<file path="src/rtl/uart_tx_pkg.sv">
package uart_tx_pkg;

    typedef enum logic [1:0] {
        PH_IDLE  = 2'd0,
        PH_START = 2'd1,
        PH_DATA  = 2'd2,
        PH_STOP  = 2'd3
    } tx_phase_e;

endpackage

</file>
<file path="src/rtl/uart_tx_hold.sv">
module uart_tx_hold #(
    parameter int DATA_W = 8
) (
    input  logic              clk,
    input  logic              rst_n,
    input  logic              wr_en_i,
    input  logic [DATA_W-1:0] wr_data_i,
    input  logic              take_i,
    output logic              full_o,
    output logic [DATA_W-1:0] data_o
);

    typedef struct packed {
        logic              full;
        logic [DATA_W-1:0] data;
    } hold_t;

    hold_t r_q, r_d;

    always_comb begin
        r_d = r_q;
        if (wr_en_i && !r_q.full) begin
            r_d.full = 1'b1;
            r_d.data = wr_data_i;
        end
        if (take_i) begin
            r_d.full = 1'b0;
        end
    end

    always_ff @(posedge clk) begin
        if (!rst_n) begin
            r_q <= '0;
        end else begin
            r_q <= r_d;
        end
    end

    assign full_o = r_q.full;
    assign data_o = r_q.data;

    // a write into a full holding register leaves the held byte alone
    p_hold_keep_r4 : assert property (@(posedge clk) disable iff (!rst_n)
        (r_q.full && wr_en_i) |=> (r_q.data == $past(r_q.data)));

    // the shifter only takes a byte that is actually held
    p_take_legal_r3 : assert property (@(posedge clk) disable iff (!rst_n)
        take_i |-> r_q.full);

    // taking the byte frees the holding register next cycle
    p_take_frees_r3 : assert property (@(posedge clk) disable iff (!rst_n)
        take_i |=> !r_q.full);

    // an accepted write makes the register full
    p_write_fills_r2 : assert property (@(posedge clk) disable iff (!rst_n)
        (wr_en_i && !r_q.full) |=> r_q.full);

endmodule

</file>
<file path="src/rtl/uart_tx_shift.sv">
module uart_tx_shift
    import uart_tx_pkg::*;
#(
    parameter int DATA_W = 8,
    parameter int OVS    = 16
) (
    input  logic              clk,
    input  logic              rst_n,
    input  logic              baud_tick_i,
    input  logic              held_i,
    input  logic [DATA_W-1:0] held_data_i,
    output logic              take_o,
    output logic              busy_o,
    output logic              txd_o
);

    localparam int CNT_W = (OVS > 1) ? $clog2(OVS) : 1;
    localparam int IDX_W = (DATA_W > 1) ? $clog2(DATA_W) : 1;
    localparam logic [CNT_W-1:0] CNT_LAST = CNT_W'(OVS - 1);
    localparam logic [IDX_W-1:0] IDX_LAST = IDX_W'(DATA_W - 1);

    typedef struct packed {
        tx_phase_e         ph;
        logic [CNT_W-1:0]  tcnt;
        logic [IDX_W-1:0]  didx;
        logic [DATA_W-1:0] sreg;
    } shift_t;

    shift_t r_q, r_d;
    logic   bit_end;
    logic   do_load;

    always_comb begin
        r_d     = r_q;
        do_load = 1'b0;
        bit_end = baud_tick_i && (r_q.tcnt == CNT_LAST);

        if (r_q.ph != PH_IDLE && baud_tick_i) begin
            r_d.tcnt = bit_end ? '0 : r_q.tcnt + 1'b1;
        end

        unique case (r_q.ph)
            PH_IDLE: begin
                if (held_i) do_load = 1'b1;
            end
            PH_START: begin
                if (bit_end) begin
                    r_d.ph   = PH_DATA;
                    r_d.didx = '0;
                end
            end
            PH_DATA: begin
                if (bit_end) begin
                    r_d.sreg = r_q.sreg >> 1;
                    if (r_q.didx == IDX_LAST) begin
                        r_d.ph = PH_STOP;
                    end else begin
                        r_d.didx = r_q.didx + 1'b1;
                    end
                end
            end
            PH_STOP: begin
                if (bit_end) begin
                    if (held_i) do_load = 1'b1;
                    else        r_d.ph  = PH_IDLE;
                end
            end
            default: r_d.ph = PH_IDLE;
        endcase

        if (do_load) begin
            r_d.ph   = PH_START;
            r_d.tcnt = '0;
            r_d.didx = '0;
            r_d.sreg = held_data_i;
        end
    end

    always_ff @(posedge clk) begin
        if (!rst_n) begin
            r_q <= '{ph: PH_IDLE, tcnt: '0, didx: '0, sreg: '0};
        end else begin
            r_q <= r_d;
        end
    end

    always_comb begin
        unique case (r_q.ph)
            PH_START: txd_o = 1'b0;
            PH_DATA:  txd_o = r_q.sreg[0];
            default:  txd_o = 1'b1;
        endcase
    end

    assign take_o = do_load;
    assign busy_o = (r_q.ph != PH_IDLE);

    // an idle serializer keeps the line high
    p_idle_high_r7 : assert property (@(posedge clk) disable iff (!rst_n)
        !busy_o |-> txd_o);

    // without a tick an active frame does not move
    p_tick_gate_r8 : assert property (@(posedge clk) disable iff (!rst_n)
        (busy_o && !baud_tick_i) |=> $stable(txd_o));

    // every load puts a start bit on the line in the next cycle
    p_load_start_r9 : assert property (@(posedge clk) disable iff (!rst_n)
        take_o |=> !txd_o);

    // the stop bit is high
    p_stop_high_r5 : assert property (@(posedge clk) disable iff (!rst_n)
        (r_q.ph == PH_STOP) |-> txd_o);

endmodule

</file>
<file path="src/rtl/uart_tx_path.sv">
module uart_tx_path #(
    parameter int DATA_W = 8,
    parameter int OVS    = 16
) (
    input  logic              clk,
    input  logic              rst_n,
    input  logic              wr_en,
    input  logic [DATA_W-1:0] wr_data,
    input  logic              baud_tick,
    output logic              txd,
    output logic              thr_empty,
    output logic              tx_empty,
    output logic              tx_irq_cond
);

    logic              held;
    logic [DATA_W-1:0] held_data;
    logic              take;
    logic              busy;

    uart_tx_hold #(
        .DATA_W (DATA_W)
    ) u_hold (
        .clk       (clk),
        .rst_n     (rst_n),
        .wr_en_i   (wr_en),
        .wr_data_i (wr_data),
        .take_i    (take),
        .full_o    (held),
        .data_o    (held_data)
    );

    uart_tx_shift #(
        .DATA_W (DATA_W),
        .OVS    (OVS)
    ) u_shift (
        .clk         (clk),
        .rst_n       (rst_n),
        .baud_tick_i (baud_tick),
        .held_i      (held),
        .held_data_i (held_data),
        .take_o      (take),
        .busy_o      (busy),
        .txd_o       (txd)
    );

    assign thr_empty   = !held;
    assign tx_empty    = !held && !busy;
    assign tx_irq_cond = !held;

    // a fully empty transmitter has the line high
    p_empty_line_r6 : assert property (@(posedge clk) disable iff (!rst_n)
        tx_empty |-> txd);

    // a held byte with a free serializer is taken in the same cycle
    p_no_stall_r3 : assert property (@(posedge clk) disable iff (!rst_n)
        (held && !busy) |=> (busy && !held) || !rst_n);

endmodule

</file>
<file path="config.mk">
export PLATFORM = sky130hd
export DESIGN_NAME = uart_tx_path
export DESIGN_NICKNAME = d
export VERILOG_FILES = /design/src/rtl/uart_tx_pkg.sv /design/src/rtl/uart_tx_hold.sv /design/src/rtl/uart_tx_shift.sv /design/src/rtl/uart_tx_path.sv
export SDC_FILE = /design/constraint.sdc
export NUM_CORES = 1
export LEC_CHECK = 0
export ABC_AREA = 1
export BUFFER_PORTS_ARGS = -buffer_cell sky130_fd_sc_hd__buf_2
export CAP_MARGIN = 20
export CORE_MARGIN = 5
export CORE_UTILIZATION = 40
export DETAILED_ROUTE_END_ITERATION = 12
export SYNTH_ARGS = -nofsm -noshare
export SYNTH_HDL_FRONTEND = slang
export SYNTH_SLANG_ARGS = --single-unit
</file>
<file path="constraint.sdc">
create_clock -name clk -period 4.3 [get_ports clk]
set_clock_uncertainty 0.1 [all_clocks]
set_input_delay 0.86 -clock clk [delete_from_list [all_inputs] [get_ports clk]]
set_output_delay 0.86 -clock clk [all_outputs]
set_load 0.05 [all_outputs]
</file>
## Yosys cells after proc, flatten, opt, wreduce, memory -nomap -nowiden

Cells that the tools add are included.

| word-level totals | value |
|---|---|
| bits in registers | 26 |
| input port bits | 12 |
| output and inout bits | 4 |
| logic and storage cells | 62 |

| cells by class | value |
|---|---|
| add/subtract/negate cells | 2 |
| eq/ne operators | 16 |
| muxes and demuxes | 18 |
| bitwise gates (word level) | 1 |
| reduce and logical (&&, ||, !) cells | 18 |

Operator list:

| cell | count |
|---|---|
| $mux 16 | 1 |
| $ne 3x2->1 const B | 4 |
| $reduce_and 6->1 | 2 |
| $mux 11 | 1 |
| $mux 2 | 5 |
| $mux 4 | 2 |
| $mux 8 | 1 |
| $ne 2x1->1 const B | 4 |
| $reduce_bool 2->1 | 4 |
| $mux 3 | 2 |
| $pmux 2 s3 | 1 |
| $pmux 3 s2 | 1 |
| $add 4x1->4 const B | 1 |
| $eq 2x2->1 const B | 2 |
| $eq 4x4->1 const B | 1 |
| $logic_and 1x1->1 | 4 |
| $ne 2x2->1 const B | 2 |
| $pmux 1 s2 | 2 |
| $reduce_and 4->1 | 1 |
| $reduce_bool 4->1 | 1 |
| $add 3x1->3 const B | 1 |
| $eq 3x3->1 const B | 1 |
| $ne 3x3->1 const B | 1 |
| $reduce_bool 3->1 | 1 |
| other kinds (7) | 9 |

## Longest topological paths before layout

| logic depth | value |
|---|---|
| depth in word-level cells | 6 |
| mapped depth | 11 |
| depth with buffers taken out | 10 |

## Hierarchy

A second synthesis with hierarchy kept.

| unflattened totals | value |
|---|---|
| cells, all modules | 201 |
| area total of the unflattened synthesis | 1426.4 um2 |

Modules (own cells, without submodules):

| module | times used | cells each | area an instance (um2) | seq. area each (um2) |
|---|---|---|---|---|
| uart_tx_shift | 1 | 142 | 1024.7 | 340.3 |
| uart_tx_hold | 1 | 56 | 386.6 | 180.2 |
| uart_tx_path | 1 | 3 | 15.0 | 0.0 |

## Worst setup path after synthesis

OpenSTA, ideal clock, no wires.

| path | value |
|---|---|
| path type | register to output |
| start | register u_shift.r_q[15] in the netlist's numbering |
| end | output port txd |
| data arrival time | 1.348 ns |
| data required time | 3.340 ns |
| setup slack | 1.992 ns |
| stages on the path, launching flop included | 5 |
| buffers on the path | 0 |
| cell sequence | dfxtp_1 -> inv_1 -> ha_1 -> or2_2 -> nand2_1 |

| between the ends | value |
|---|---|
| longest elaborated chain between the ends | 2 |
| elaborated cells between the ends (all ways) | 3 |
| those cells by class | eq/ne (2); mux (1) |

RTL lines:

| element | RTL line | source |
|---|---|---|
| start: declaration | uart_tx_shift.sv:29 | `shift_t r_q, r_d;` |
| start signal: assignment | uart_tx_shift.sv:81 | `r_q <= '{ph: PH_IDLE, tcnt: '0, didx: '0, sreg: '0};` |
| start signal: assignment | uart_tx_shift.sv:83 | `r_q <= r_d;` |
| $eq 2x2->1 or $eq 2x1->1 (tied branches) | uart_tx_shift.sv:88 | `unique case (r_q.ph)` |
| $pmux 1 s2 * | uart_tx_shift.sv:88 |  |
| end: declaration | uart_tx_path.sv:10 | `output logic txd,` |

Every way passes the cells marked *; elsewhere a longest branch is shown, timed or not.

## Final worst setup path

Ends and elaborated chain as after synthesis.

==> results.json <==
{
  "status": "finished, final reports clean",
  "area.growth.synth_to_final_pct": 10.37,
  "vias_per_cell": 4.735,
  "synth_enable_flop_cells": 0,
  "use_met3_pct": 2.627,
  "wl_per_cell_microns": 10.25,
  "post_synth_num_cell_types": 21,
  "fillers": 378,
  "tns_ps": 0,
  "hpwl_microns": 1941,
  "antenna_left": 0,
  "dpl-instance-area_sq_um": 1469,
  "setup_violations": 0,
  "crit_buf_inv": 2,
  "drtPass1Iterations": 4,
  "cp_top_family": "flip-flops",
  "clock_path_buffers": 2,
  "slowest_delay_ps": 440,
  "clk_pin_slew_ps": 140,
  "hold_viol": 0,
  "cp_max_fo": 5,
  "power_density_nw_per_um2": 495.2,
  "grt_pass1_wl_microns": 4588,
  "fin_crit_sh_pct": 63.41,
  "total_power_mw": 0.7453,
  "p_comb_share_pct": 43.9,
  "synthCells": 192,
  "core_area_sq_um": 3311,
  "max_cap_viol_count": 0,
  "synth_largest_area_cell": "dfxtp_1",
  "h-tree-depth": 1,
  "hp-class": "register to register",
  "cts_tree": "done",
  "power.internal_mw": 0.4217,
  "post-route-drc-count": 0,
  "start_util_pct": 41.19,
  "grt_use_total_pct": 12.76,
  "switching_power_mw": 0.3237,
  "p_sw_share_pct": 43.43,
  "cts.sinks": 26,
  "synth_ff_type": "dfxtp_1",
  "synthArstFlopShare_pct": 0,
  "pwr-share-clk_pct": 16.6,
  "io_buffers": 15,
  "cts_buffers": 3,
  "antenna_found_initial": 0,
  "rows": 21,
  "syn_area_sq_um": 1364,
  "slew_headroom_pct": 70.85,
  "final_area_sq_um": 1505,
  "leakage_nw": 0.6998,
  "slowest_stage": "dfxtp_1",
  "worst_slew_pin_slew_ps": 435.7,
  "utilization_pct": 45.46,
  "seqPwrFrac_pct": 39.6,
  "antenna_cells": 0,
  "cts_hold_buf": 0,
  "critPathKind": "register to output port",
  "crit_path_end_kind": "output port",
  "post_cts_buffers": 0,
  "clock.fmax_mhz": 366.8,
  "dieWidth_microns": 68.39,
  "period_minus_slack_ps": 2727,
  "grtUsageMet1_pct": 17.48,
  "synth_common_cells": "nand2_1, dfxtp_1, inv_1, nor2_1, nand3_1",
  "cts_resized": 0,
  "clockRootBuffer": "clkbuf_4",
  "rsz0062_at_grt": "false",
  "clk_latency_ps": 320,
  "vias": 1198,
  "arrival_ps": 1770,
  "worstPathCellList": "inv_1 > ha_1 > or2_2 > nand2_1 > buf_2",
  "routed_wl_microns": 2594,
  "grt_max_degree": 20,
  "dieHeight_microns": 68.39,
  "first_global_vias": 1045,
  "synthMostInstantiatedCell": "nand2_1",
  "synth.avg_cell_area_sq_um": 7.103,
  "syn_nets": 214,
  "nets": 230,
  "slew_viol_final": 0,
  "grt_overflow_total": 0,
  "drive_gt1_share_pct": 12.56,
  "synth_top_area_share_pct": 38.17,
  "start_kind": "register",
  "gp_congestion": 0.7498,
  "top_usage_layer": "met2",
  "io_pins": 16,
  "peakVddDrop_mv": 0.2380,
  "preCtsSetupSlack_ps": 1931,
  "setup_ws_ps": 1573,
  "ys_warn_count": 0,
  "synth_seq_cells": 26,
  "die_area_sq_um": 4677,
  "yosysSeqAreaShare_pct": 38.17,
  "drt_iter0_drc": 78,
  "synth_area_leaders": "dfxtp_1, nand2_1, ha_1",
  "critPathRequiredTime_ps": 3340,
  "met2_usage_pct": 19.67
}
registers in the layout, indices dropped and copies added, names as in the netlist:
| register | cells |
|---|---|
| u_shift.r_q | 17 |
| u_hold.full_o | 1 |
| u_hold.data_o | 8 |
layout by cell type, fill, tap and decap left out, types with 10 or more instances in the layout:
cell type  netlist  layout
buf_2            1      15
nor2_1          26      26
nand2_1         38      38
o21ai_0         13      13
nand3_1         23      23
a21oi_1         11      11
ha_1            10      10
inv_1           26      26
dfxtp_1         26      26
stage by stage:
stage          hold WS (ps)  cells
6_report              377.8    253
5_1_grt               409.9    253
4_1_cts               380.6    253
3_5_place_dp          359.3    249
3_3_place_gp          350.9    249
2_1_floorplan         340.4    192
tightest hold or removal path, cell delays in order (launching register included):
cell,delay (ps)
dfxtp_1,330
nand2_1,60
a21oi_1,60
worst paths after layout:
path / startpoint / end / slack (ps) / cells past startpoint
worst min-delay path: u_hold.data_o[7] / u_shift.r_q[7] / 380 / 2
worst max-delay path: u_shift.r_q[15] / txd / 1570 / 5
worst max register to register: u_shift.r_q[15] / u_shift.r_q[8] / 2400 / 7
worst min register to register: u_hold.data_o[7] / u_shift.r_q[7] / 380 / 2
power by group through the flow:
stage	clock, mW	sequential [mW]	combinational [mW]
after detailed placement	0	0.300	0.327
final	0.123	0.295	0.327
after CTS	0.130	0.295	0.328
after floorplan	0	0.294	0.274
after global placement	0	0.299	0.329
after global routing	0.139	0.299	0.372
layer usage:
metal	up-vias	share of wire [%]
met4	0	0.73
met1	528	51
met5	-	0
met3	2	5.1
li1	641	-
met2	27	43
final cells by class:
cell class	instances	area, sq um	share of cell area (%)
sequential	26	520.5	34.58
multi-input combinational	136	718.2	47.71
tap	46	57.56	3.824
clock buffer	4	36.28	2.411
inverter	26	97.59	6.484
timing repair buffer	15	75.07	4.988
kinds of logic after synthesis:
kind of cell               Yosys count  synth area share, %
DFF                                 26                38.17
xor gates and xnor gates             2                1.285
AOI/OAI and AO/OA                   27                10.55
and+or+nand+nor                     97                31.65
buffers and inverters               30                9.174
adders and majority gates           10                9.174
Note: power is estimated with default switching activity, not from simulation.
